[config.mk]
export PLATFORM = sky130hd
export DESIGN_NAME = wdt_guard
export DESIGN_NICKNAME = d
export VERILOG_FILES = /design/src/rtl/wdt_guard.sv
export SDC_FILE = /design/constraint.sdc
export NUM_CORES = 1
export LEC_CHECK = 0
export ABC_AREA = 1
export BUFFER_PORTS_ARGS = -buffer_cell sky130_fd_sc_hd__buf_2
export CAP_MARGIN = 20
export CORE_UTILIZATION = 32
export CTS_CLUSTER_DIAMETER = 60
export DETAILED_ROUTE_END_ITERATION = 6
export PLACE_DENSITY_LB_ADDON = 0.2
export SYNTH_ARGS = -nofsm -noshare
export SYNTH_HDL_FRONTEND = slang
export SYNTH_SLANG_ARGS = --single-unit
[constraint.sdc]
create_clock -name clk -period 2.28 [get_ports clk]
set_clock_uncertainty 0.05 [all_clocks]
set_input_delay 0.228 -clock clk [delete_from_list [all_inputs] [get_ports clk]]
set_output_delay 0.228 -clock clk [all_outputs]
set_load 0.01 [all_outputs]
[src/rtl/wdt_guard.sv]
`timescale 1ns/1ps
module wdt_guard #(
  parameter int         CNT_W  = 16,
  parameter logic [7:0] KEY_WR = 8'h5A,
  parameter logic [7:0] KEY_RD = 8'h69,
  parameter int         TAP_0  = 15,
  parameter int         TAP_1  = 13,
  parameter int         TAP_2  = 9,
  parameter int         TAP_3  = 6
) (
  input  logic        clk,
  input  logic        rst_n,
  input  logic        bus_wr,
  input  logic        bus_addr,
  input  logic [15:0] bus_wdata,
  output logic [15:0] bus_rdata,
  input  logic        tick_a,
  input  logic        tick_b,
  output logic        sys_rst_req,
  output logic        irq,
  output logic        nmi_edge_fall,
  output logic        nmi_pin_en
);
  logic             hold_q, fall_q, nmien_q, mode_q, src_q;
  logic [1:0]       sel_q;
  logic [CNT_W-1:0] cnt_q, cnt_nx;
  logic             flag_q, ie_q, rst_q;
  logic             ctl_wr, ctl_good, ctl_bad, flg_wr, tick, step, tap_bit, expire;

  assign ctl_wr   = bus_wr && !bus_addr;
  assign ctl_good = ctl_wr && (bus_wdata[15:8] == KEY_WR);
  assign ctl_bad  = ctl_wr && (bus_wdata[15:8] != KEY_WR);
  assign flg_wr   = bus_wr && bus_addr;
  assign tick     = src_q ? tick_b : tick_a;
  assign step     = tick && !hold_q;
  assign cnt_nx   = cnt_q + 1'b1;

  always_comb begin
    case (sel_q)
      2'd0:    tap_bit = cnt_nx[TAP_0];
      2'd1:    tap_bit = cnt_nx[TAP_1];
      2'd2:    tap_bit = cnt_nx[TAP_2];
      default: tap_bit = cnt_nx[TAP_3];
    endcase
  end
  assign expire = step && tap_bit;

  always_ff @(posedge clk or negedge rst_n) begin
    if (!rst_n) begin
      {hold_q, fall_q, nmien_q, mode_q, src_q} <= '0;
      sel_q <= '0;
    end else if (ctl_good) begin
      {hold_q, fall_q, nmien_q, mode_q} <= bus_wdata[7:4];
      src_q <= bus_wdata[2];
      sel_q <= bus_wdata[1:0];
    end
  end

  always_ff @(posedge clk or negedge rst_n) begin
    if (!rst_n)                      cnt_q <= '0;
    else if (ctl_good && bus_wdata[3]) cnt_q <= '0;
    else if (expire)                 cnt_q <= '0;
    else if (step)                   cnt_q <= cnt_nx;
  end

  always_ff @(posedge clk or negedge rst_n) begin
    if (!rst_n) begin
      flag_q <= 1'b0;
      ie_q   <= 1'b0;
      rst_q  <= 1'b0;
    end else begin
      rst_q <= ctl_bad || (expire && !mode_q);
      if (expire && mode_q)            flag_q <= 1'b1;
      else if (flg_wr && !bus_wdata[0]) flag_q <= 1'b0;
      if (flg_wr) ie_q <= bus_wdata[1];
    end
  end

  assign bus_rdata     = bus_addr ? {14'd0, ie_q, flag_q}
                                  : {KEY_RD, hold_q, fall_q, nmien_q, mode_q, 1'b0, src_q, sel_q};
  assign sys_rst_req   = rst_q;
  assign irq           = flag_q && ie_q;
  assign nmi_edge_fall = fall_q;
  assign nmi_pin_en    = nmien_q;

  p_badkey_r1: assert property (@(posedge clk) disable iff (!rst_n)
    ctl_bad |=> sys_rst_req);
  p_clear_r3: assert property (@(posedge clk) disable iff (!rst_n)
    (ctl_good && bus_wdata[3]) |=> (cnt_q == '0));
  p_hold_r4: assert property (@(posedge clk) disable iff (!rst_n)
    (hold_q && !ctl_good) |=> $stable(cnt_q));
  p_flag_mode_r6: assert property (@(posedge clk) disable iff (!rst_n)
    (!flag_q && !mode_q) |=> !flag_q);
  p_restart_r7: assert property (@(posedge clk) disable iff (!rst_n)
    expire |=> (cnt_q == '0));
  p_wd_req_r5: assert property (@(posedge clk) disable iff (!rst_n)
    (expire && !mode_q) |=> sys_rst_req);
endmodule

Word-level counts from Yosys, hierarchy flattened

Index checks and enable logic that the tools add are counted.

$add $sub $neg: 1
Equality and inequality tests: 4
Muxes and demuxes: 8
Reductions and logical operators: 19

Operators by type and width:

| operator                                                                 | count |
|---|---|
| 16-bit two-way mux                                                       | 3 |
| 16-bit by 1-bit adder with 16-bit output (second input constant)         | 1 |
| 15-bit two-way mux                                                       | 1 |
| 1-bit logical AND                                                        | 11 |
| 8-bit by 7-bit == test with 1-bit output (second input constant)         | 1 |
| 8-bit by 7-bit inequality test with 1-bit output (second input constant) | 1 |
| 1-bit zero test                                                          | 4 |
| 1-bit two-way mux                                                        | 3 |
| 1-bit one-hot mux with 3 select lines                                    | 1 |
| 3-bit nonzero test                                                       | 1 |
| 2-bit by 1-bit == test with 1-bit output (second input constant)         | 1 |
| 2-bit == test (second input constant)                                    | 1 |
| 2-bit zero test                                                          | 1 |
| 2-bit nonzero test                                                       | 1 |
| 1-bit logical OR                                                         | 1 |

Flip-flop bits (word level): 26
Input port bits: 22
Output and inout port bits: 20
Logic and storage cells: 42

Logic depth before layout (Yosys ltp)

Gate-level depths: netlist of the first run.

Depth after elaboration: 5
Depth in mapped cells: 12

Worst setup path after synthesis of the first run

Ideal clock, no wire load.

Kind: reg-to-reg
Start: register cnt_q[0]
End: register cnt_q[10]
Data arrival time: 1.500 ns
Setup slack: 0.613 ns
Cell stages (with the launch flop): 13
Period minus slack after synthesis: 1.667 ns
Cells stage by stage: dfrtp_1 -> ha_1 -> nand2_1 -> nor2_2 -> nand2_1 -> or2_1 -> nand4_1 -> nand2_1 -> clkinv_2 -> nand2_4 -> buf_6 -> nand2_1 -> nand2_1

Cells in the longest elaborated chain, start to end: 5

Ends and longest elaborated chain:

| element                                    | RTL line | source |
|---|---|---|
| start: declaration                         | 26       | `logic [CNT_W-1:0] cnt_q, cnt_nx;` |
| start signal: assignment                   | 63       | `else if (step) cnt_q <= cnt_nx;` |
| 16-bit by 1-bit adder with 16-bit output * | 36       | `assign cnt_nx = cnt_q + 1'b1;` |
| 1-bit one-hot mux with 3 select lines      | 39       | `case (sel_q)` |
| 1-bit logical AND                          | 46       | `assign expire = step && tap_bit;` |
| 16-bit two-way mux                         | 62       | `else if (expire) cnt_q <= '0;` |
| 16-bit two-way mux                         | 61       | `else if (ctl_good && bus_wdata[3]) cnt_q <= '0;` |

Mark *: on every way between the ends. The rest lies on a longest branch, timed or not. The select of a mux whose other input is x is not followed.
A chain may end at the register's enable or synchronous reset.

Worst setup path after layout of the first run

Start: register cnt_q[0]
End: register cnt_q[2]

Same word-level chain as after synthesis.

==> results of run 1 <==
## state kept, by name (all words and copies together) (netlist names)
| signal | count |
|---|---|
| cnt_q | 16 |
| flag_q | 1 |
| hold_q | 1 |
| ie_q | 1 |
| mode_q | 1 |
| nmi_edge_fall | 1 |
| nmi_pin_en | 1 |
| sel_q | 2 |
| src_q | 1 |
| sys_rst_req | 1 |
## final timing paths
kind | startpoint | end | cells past startpoint
max in group asynchronous | rst_n | cnt_q[12] | 2
min reg2reg | mode_q | flag_q | 2
min | bus_wdata[2] | src_q | 3
min in group asynchronous | rst_n | cnt_q[1] | 2
max | cnt_q[0] | cnt_q[2] | 11
max reg2reg | cnt_q[0] | cnt_q[2] | 11
## cell usage in the layout, fill, tap and decap left out, types with 3 or more instances in the layout
master / synthesis / routed
a21oi_1: 8 / 8
buf_2: 0 / 36
clkbuf_8: 0 / 3
conb_1: 1 / 5
dfrtp_1: 26 / 26
inv_1: 22 / 22
nand2_1: 82 / 82
nand3_1: 12 / 12
nand4_1: 4 / 4
nor2_1: 42 / 42
o21ai_0: 6 / 6
xnor2_1: 3 / 3
xor2_1: 5 / 5
## power breakdown
| group | internal (mW) | switching (mW) | total, mW | leakage [nW] |
|---|---|---|---|---|
| sequential | 0.481 | 0.0216 | 0.503 | 0.315 |
| combinational | 0.0461 | 0.0642 | 0.110 | 0.643 |
| clock | 0.235 | 0.164 | 0.399 | 0.0357 |
| total | 0.763 | 0.249 | 1.01 | 0.993 |
## metrics by stage
stage                     instances  power (mW)  instance area (um2)  util, %  setup WS [ns]
after floorplan                 241       0.580                 1630        -          0.613
after global placement          333       0.621                 1830     38.2          0.577
after detailed placement        333       0.622                 1830     38.2          0.538
after CTS                       338        1.02                 1910     39.9          0.504
after global routing            338        1.06                 1910     39.9          0.287
final                           338        1.01                 1910     39.9          0.518
## layer usage
metal,vias to the layer above,wire length (um),track usage (%)
met1,636,1810,21.1
met4,0,18,2.61
met5,-,0,0
li1,787,-,-
met3,2,211,3.45
met2,46,1510,23.9
## worst reg2reg max path: cells and delay by family, from the launching register on
| kind | cells | cell delay (ns) |
|---|---|---|
| adder cells (fa/ha/maj) | 1 | 0.19 |
| flip-flops | 1 | 0.43 |
| buffers and inverters | 1 | 0.08 |
| AND/OR/NAND/NOR | 9 | 0.90 |
## layout make-up
class,count,share of cell area (%)
clock buffer,3,2.16
clock inverter,1,1.57
inverter,23,4.59
multi-input combinational,179,42.4
sequential,26,34.1
tap,67,4.39
timing repair buffer,39,10.8
## cells in the mapped netlist, drive strengths merged
cell / count / share of area (%)
nand3: 13 / 4.3
nor2: 43 / 10
buf: 9 / 4.4
a21oi: 8 / 2.5
conb: 1 / 0.23
nor3b: 1 / 0.46
xor2: 5 / 2.7
ha: 1 / 0.77
nor3: 3 / 1.6
o21ai: 6 / 1.9
inv: 22 / 5.1
or2: 1 / 0.39
dfrtp: 26 / 40
nand4: 4 / 1.5
nand2: 85 / 20
clkbuf: 4 / 0.93
o211ai: 1 / 0.46
xnor2: 3 / 1.6
clkinv: 1 / 0.31
## cell families after synthesis
kind of cell	Yosys count	synth area share, %
AO/OA/AOI/OAI	15	4.79
XOR/XNOR	8	4.33
adder cells (fa/ha/maj)	1	0.773
buffers and inverters	36	10.7
flip-flops	26	40.2
other	1	0.232
AND/OR/NAND/NOR	150	38.9
## what timing repair did
action,in CTS,in global routing
endpoints found under the hold margin,26,0
hold buffers,1,0
gates resized for setup,0,0
setup endpoints to repair,0,0
==> summary.md, run 1 <==
| Metric | Value |
|---|---|
| Netlist cell types | 25 |
| Syn Inst Count | about 240 |
| Hold WS | 0.133 ns |
| Avg WL per Cell | 10.5 um |
| Pleak | 0.993 nW |
| Die area | between 5000 and 6000 um2 |
| VDD IR max | about 0.36 mV |
| Ys Warns | 0 |
| CTS max path bufs | 2 |
| Final setup TNS | 0 ns |
| FP Rows | 25 |
| Worst-path fanout max | 16 |
| CTS Sinks | 26 |
| Die width | 73.1 um |
| Multi-input logic area | 810 um2 |
| Vias/cell | ~4.4 |
| Max Slew Vio Count | 0 |
| Register area | 651 um2 |
| Period minus WS final | 1.76 ns |
| Slew @ Worst Pin | slightly above 0.6 ns |
| Clock input transition at the sequential cells of the worst setup and hold paths | about 0.1 ns |
| Top cell family by delay on the critical path | simple AND/OR/NAND/NOR gates |
| Final Hold Vio Count | 0 |
| First-pass GRT wire length | 6.29 mm |
| Endpoints failing setup | 0 |
| Status | completed |
| CTS tree | done |
| Port Buffers | 36 |
| Crit path launch type | flop |
| N_diodes | 0 |
| Post-Syn Area | about 1600 um2 |
| Crit path cell chain | ha_1 > nand2_1 > nor2_2 > nand2_1 > or2_1 > nand4_1 > nand2_1 > clkinv_2 > nand2_4 > nand2_1 > nand2_1 |
| #FFs+latches synth | 26 |
| GRT overflow | 0 |
| Crit Path Category | reg -> reg |
| Highest Clock Rate | roughly 0.57 GHz |
| CTS Buf Count | 3 |
| Tcrit/Tclk final | 77.3% |
| Post-CTS Setup Bufs | 0 |
| Max Cap Viol | 0 |
| Placer congestion estimate | 0.751 |
| # H-tree levels | 1 |
| Core area | 4790 um2 |
| Crit path arrival time | between 1.5 and 2 ns |
| Drt total wl | 3.55 mm |
| CP dominant cell by count | nand2_1 |
| # DRC | 0 |
| Iter 0 DRT Violations | between 100 and 150 |
| DRT antenna net count | 0 |
| RSZ-0062 raised after global routing | false |
| CP Data Required Time | 2.41 ns |
| Vias in the first global route | 1381 |
| DRT Pass-1 Iters | 4 |
| Starting density of the core | 33.8% |
| Rel. slew slack | 59.2% |
| DP HPWL | 2.56 mm |
| Crit end category | flop |
| CP max-delay cell | dfrtp_1 |
| Worst R2R Setup Slack | 0.52 ns |
| Via count | approximately 1.5k |
| Io pins | between 40 and 50 |
| Worst-Skew Late Latency | 0.28 ns |
| Pwr dens | 530 nW/um2 |
| DIE HEIGHT | 73.1 um |
| Pin count of the biggest net entering global routing | 27 |
| Syn avg cell area | 6.83 um2 |
| Clock Root Buffer | clkbuf_8 |
| Buf/Inv on CP | 1 |
| Initial antenna violation count | 0 |
| Area Growth Syn to Fin | 17.9% |
| HP Class | in -> reg |
| Total GRT Usage | 15.1% |
| Final Net Count | 295 |
| Layout cells sized above 1 | 18.1% |
| Final-layout fill cell count | 513 |
| Post-synthesis sequential area ratio | 40.2% |
| Max incr delay on CP | approximately 0.43 ns |
Power figures use the tool's default switching activity.
==> run 2, diff against run 1 <==
==> constraint.sdc (replaced) <==
create_clock -name clk -period 1.53 [get_ports clk]
set_clock_uncertainty 0.05 [all_clocks]
set_input_delay 0.153 -clock clk [delete_from_list [all_inputs] [get_ports clk]]
set_output_delay 0.153 -clock clk [all_outputs]
set_load 0.01 [all_outputs]
==> run 2 against run 1 <==
  * The run now ends with negative setup slack left
  * Core utilization grew 8.8 points
  * Non-clock buffer count increased by 30
  * Sequential share of layout area is 6.1 points lower
  * Routed wire length grew 17%
  * Worst hold slack worse by 0.070 ns
  * Fmax increased by 2.4%
  * Highest routed layer unchanged
  * Global-route usage up 1.6 points
  * Flip-flop and latch count did not move
  * Register-to-register slack worse by 0.71 ns
==> summary.md, run 2 (synthesis results as in run 1) <==
| Metric | Value |
|---|---|
| Commonest non-fill, non-tap cell in the layout | nand2_1 |
| Total GRT Usage | 16.7% |
| Avg WL per Cell | 11.2 um |
| Vias/cell | 4.41 |
| Crit Path Category | reg -> reg |
| Drt total wl | 4.15 mm |
| Die area | around 5300 um2 |
| RSZ-0062 raised after global routing | true |
| Layout cells sized above 1 | about two fifths |
| Register share of total power | 47.4% |
| Commonest cells after routing, fill and taps aside | nand2_1, nor2_1, buf_2 |
| Crit end category | flop |
| VDD IR max | 0.385 mV |
| Worst R2R Setup Slack | -0.19 ns |
| Switch share | between 20% and 30% |
| Die width | 73.1 um |
| FP Rows | 25 |
| Period minus WS final | 1.72 ns |
| Initial antenna violation count | 0 |
| Clock input transition at the sequential cells of the worst setup and hold paths | ~0.1 ns |
| Rel. slew slack | 58.8% |
| Pwr dens | 673 nW/um2 |
| Most flops, register | cnt_q |
| # DRC | 0 |
| Placer congestion estimate | 0.780 |
| DRT Pass-1 Iters | 4 |
| Via count | 1628 |
| Io pins | 42 |
| Core area | between 4000 and 5000 um2 |
| Dpl cell area | 1980 um2 |
| Iter 0 DRT Violations | 68 |
| Clock Root Buffer | clkbuf_8 |
| Pleak | around 1.2 nW |
| GRT overflow | 0 |
| DRT antenna net count | 0 |
| Status | finished with violations |
| CTS max path bufs | 2 |
| Worst Reg-to-Reg Cells | 11 |
| Worst setup margin | -0.191 ns |
| Clk pwr share | a little under two fifths |
| Max Slew Vio Count | 0 |
| Final instance area | 2330 um2 |
| Max Cap Viol | 0 |
| Violated checks | negative setup slack |
| HP Class | in -> reg |
| Top flop regs | cnt_q x16, sel_q x2 |
| Worst setup endpoint | sys_rst_req |
| DP HPWL | 2.73 mm |
| Endpoints failing setup | 18 |
| CTS tree | done |
| Pin count of the biggest net entering global routing | 27 |
| Vias in the first global route | 1582 |
| # H-tree levels | 1 |
| N_diodes | 0 |
| Final setup TNS | -2.95 ns |
| Port Buffers | 36 |
| Reg-to-Reg End | sys_rst_req |
| Post-Place Cells | 353 |
| Area Growth Syn to Fin | 43.8% |
| Slew @ Worst Pin | 0.617 ns |
| Tcrit/Tclk final | 112% |
| Combinational power share | 15.0% |
| CP max-delay cell | dfrtp_1 |
| First-pass GRT wire length | 6.92 mm |
| Switching pwr | ~0.39 mW |
| Final Hold Vio Count | 0 |
| Final Net Count | between 300 and 400 |
| CTS Buf Count | 3 |
| Max incr delay on CP | 0.43 ns |
| Crit path launch type | flop |
| Starting density of the core | 33.8% |
| CP Launch Point | cnt_q[1] |
| Worst-path fanout max | 4 |
| Max reg flops | 16 |
| Highest Clock Rate | 0.581 GHz |
| Worst r2r src | cnt_q[1] |
| CP Data Required Time | 1.66 ns |
| DIE HEIGHT | between 70 and 80 um |
| Int Pwr | between 1 and 1.5 mW |
| CTS Sinks | 26 |
| Post-route insts no fill | 369 |
| Worst-Skew Late Latency | 0.28 ns |
| Crit path arrival time | 1.85 ns |
| Crit path cell chain | buf_6 > nand2_4 > nor2_4 > nand4_1 > nand3_2 > nand2_2 > nand2_2 > nand2_4 > buf_4 > nand3_2 > nand2_1 |
-- run 2: cell count changes in the layout (fill, tap and decap cells not counted), sizes merged --
| cell | change |
|---|---|
| buf | +30 |
| nand2 | +1 |
-- run 2: critical path: cells and delay by family, from the launching register on --
kind,cells,cell delay [ns]
buffers and inverters,2,0.30
flip-flops,1,0.43
AND/OR/NAND/NOR,9,0.83
-- run 2: repair_timing --
item / 4_1_cts / 5_1_grt
endpoints found under the setup margin: 18 / 18
pin swaps: 3 / 17
resized for setup: 15 / 36
endpoints found under the hold margin: 26 / 0
hold buffers: 1 / 0
setup buffers: 4 / 6
cloned: 1 / 0
-- run 2: worst min path at each step --
stage | from | end | slack, ns | depth (start not counted)
final | bus_wdata[2] | src_q | 0.06 | 3
after global routing | bus_wdata[2] | src_q | 0.07 | 3
after CTS | bus_wdata[0] | flag_q | 0.06 | 3
after detailed placement | rst_n | cnt_q[3] | 0.16 | 1
after global placement | rst_n | cnt_q[3] | 0.15 | 1
after floorplan | rst_n | cnt_q[0] | -0.19 | 0
-- run 2: area by class of cell --
class	count	area, um2
clock buffers	3	41.3
fillers	478	2460
multi-input cells	180	996
clock inverters	1	30.0
flip-flops and latches	26	652
repair buffers	69	434
inverters	23	91.3
well taps	67	83.8
-- run 2: per-layer routing --
metal | GRT usage [%] | vias to the layer above | wire length (um)
li1 | - | 852 | -
met1 | 20.6 | 731 | 1960
met2 | 29.9 | 41 | 1990
met3 | 3.45 | 4 | 167
met4 | 3.27 | 0 | 27
met5 | 0 | - | 0
-- run 2: power groups by stage --
stage	logic, mW	clock network, mW	registers, mW
floorplan	0.108	0	0.756
global placement	0.200	0	0.753
detailed placement	0.202	0	0.753
CTS	0.216	0.606	0.739
global route	0.266	0.629	0.746
finish	0.234	0.590	0.742
-- run 2: per-stage QoR --
stage	worst slack (ns)	power, mW	utilization [%]	hold WS (ns)
final	-0.191	1.57	48.7	0.0630
after global routing	-0.268	1.64	48.7	0.0739
after CTS	-0.160	1.56	44.9	0.0569
after detailed placement	-0.214	0.954	41.3	0.158
after global placement	-0.191	0.952	41.3	0.155
after floorplan	-0.137	0.864	-	-0.193
==> run 3, diff against run 2 <==
==> constraint.sdc (replaced) <==
create_clock -name clk -period 1.5 [get_ports clk]
set_clock_uncertainty 0.05 [all_clocks]
set_input_delay 0.15 -clock clk [delete_from_list [all_inputs] [get_ports clk]]
set_output_delay 0.15 -clock clk [all_outputs]
set_load 0.01 [all_outputs]
==> run 3 against run 2 <==
  * The flow still finishes with violations (negative setup slack)
  * Flip-flop and latch count unchanged
  * Combinational power down 5%
  * Register-to-register slack about the same
  * Clock-buffer cell count is the same
  * Sequential power up 2%
  * Critical path depth is the same
  * Worst hold slack got worse by 0.0051 ns
  * Clock power up 3.6%
  * Worst setup slack gained 0.0093 ns
  * Global-route usage fell by 0.74 points
  * Die area is the same
  * First-iteration DRC count increased by 18%
  * Critical endpoint is now cnt_q[0]
==> summary.md, run 3 (synthesis results as in run 1) <==
| Metric | Value |
|---|---|
| CTS Sinks | 26 |
| Crit end category | flop |
| Final setup TNS | -2.94 ns |
| Initial antenna violation count | 0 |
| Crit path launch type | flop |
| DIE HEIGHT | between 70 and 80 um |
| GRT overflow | 0 |
| Die area | around 5300 um2 |
| Tcrit/Tclk final | 112% |
| Worst-path fanout max | 8 |
| Final Net Count | ~320 |
| Pleak | roughly 1.1 nW |
| Worst setup margin | -0.182 ns |
| HP Class | in -> reg |
| Iter 0 DRT Violations | 80 |
| Drt total wl | 3.78 mm |
| Vias/cell | around 4.3 |
| DRT antenna net count | 0 |
| Crit path arrival time | 1.81 ns |
| Avg WL per Cell | 10.3 um |
| Port Buffers | 36 |
| Worst-Skew Late Latency | 0.28 ns |
| CTS tree | done |
| # H-tree levels | 1 |
| Max reg flops | 16 |
| Max Slew Vio Count | 0 |
| Clock Root Buffer | clkbuf_8 |
| VDD IR max | 0.427 mV |
| RSZ-0062 raised after global routing | true |
| Violated checks | negative setup slack |
| Worst R2R Setup Slack | -0.18 ns |
| CTS Buf Count | 3 |
| Post-layout util | 45.9% |
| Period minus WS final | 1.68 ns |
| Vias in the first global route | 1482 |
| Clock input transition at the sequential cells of the worst setup and hold paths | approximately 0.10 ns |
| Endpoints failing setup | 18 |
| FP Rows | 25 |
| Io pins | 42 |
| Pin count of the biggest net entering global routing | 27 |
| N_diodes | 0 |
| DP HPWL | 2.73 mm |
| Crit Path Category | reg -> reg |
| Most flops, register | cnt_q |
| CP Data Required Time | 1.63 ns |
| Area Growth Syn to Fin | 35.8% |
| Hold WS | between 0.05 and 0.06 ns |
| Commonest non-fill, non-tap cell in the layout | nand2_1 |
| First-pass GRT wire length | between 6 and 7 mm |
| Final-layout fill cell count | ~520 |
| Die width | 73.1 um |
| # DRC | 0 |
| Layout cells sized above 1 | 30.1% |
| Slew @ Worst Pin | ~0.61 ns |
| Max Cap Viol | 0 |
| Post-route insts no fill | 366 |
| Final instance area | 2200 um2 |
| Top flop regs | cnt_q x16, sel_q x2 |
| Highest Clock Rate | about 0.59 GHz |
| Core area | 4790 um2 |
| Rel. slew slack | between 50 and 60% |
| Status | finished with violations |
| Commonest cells after routing, fill and taps aside | nand2_1, nor2_1, buf_2 |
| Post-Place Cells | 355 |
| DRT Pass-1 Iters | 4 |
| Starting density of the core | 33.8% |
| Pwr dens | 722 nW/um2 |
| CTS max path bufs | 2 |
| Via count | 1564 |
| Final Hold Vio Count | 0 |
| Total GRT Usage | about 16% |
| Placer congestion estimate | 0.788 |
| Dpl cell area | 1990 um2 |
==> run 3: cell count changes in the layout (fill, tap and decap cells not counted), sizes merged <==
cell / change
buf: -3
==> run 3: path summary, 6_finish.rpt <==
| path | endpoint | from | cells after the start |
|---|---|---|---|
| max | cnt_q[0] | cnt_q[1] | 11 |
| min | nmi_pin_en | bus_wdata[5] | 3 |
| max reg2reg | cnt_q[0] | cnt_q[1] | 11 |
| min reg2reg | flag_q | mode_q | 2 |
| max in group asynchronous | cnt_q[5] | rst_n | 2 |
| min in group asynchronous | cnt_q[3] | rst_n | 2 |
==> run 3: where the power goes <==
| group | switching [mW] | total, mW | internal, mW |
|---|---|---|---|
| combinational | 0.121 | 0.223 | 0.102 |
| clock | 0.253 | 0.611 | 0.358 |
| sequential | 0.0228 | 0.754 | 0.731 |
| total | 0.397 | 1.59 | 1.19 |
==> run 3: what timing repair did <==
action,CTS,global route
endpoints found under the hold margin,26,0
pin swaps,1,5
setup buffers,4,1
cloned,1,0
hold buffers,1,0
resized for setup,12,7
endpoints found under the setup margin,18,18
==> run 3: per-stage QoR <==
step | power (mW) | worst slack [ns]
floorplan | 0.882 | -0.167
global placement | 0.973 | -0.257
detailed placement | 0.974 | -0.270
CTS | 1.60 | -0.175
global route | 1.65 | -0.307
finish | 1.59 | -0.182
==> run 3: routing by layer <==
layer / track usage (%) / vias to the layer above / wire [um]
li1: - / 840 / -
met1: 21.0 / 684 / 1830
met2: 27.4 / 36 / 1780
met3: 3.18 / 4 / 140
met4: 2.61 / 0 / 25
met5: 0 / - / 0
==> run 3: worst max-delay path, stage by stage, from the launching register on <==
cell	delay, ns
dfrtp_1	0.39
ha_2	0.20
nand2_2	0.07
nor2_2	0.11
nand2_1	0.07
or2_1	0.22
nand4_1	0.09
nand2_2	0.07
clkinv_4	0.09
nand2_8	0.09
nand2_1	0.07
nand2_1	0.05
==> run 3: cell type report <==
cell class	instances	area, um2	share of cell area, %
inverter	23	91.3	4.15
tap	67	83.8	3.81
timing repair buffer	66	408	18.6
multi-input combinational	180	893	40.6
clock inverter	1	30.0	1.37
clock buffer	3	41.3	1.88
sequential	26	651	29.6
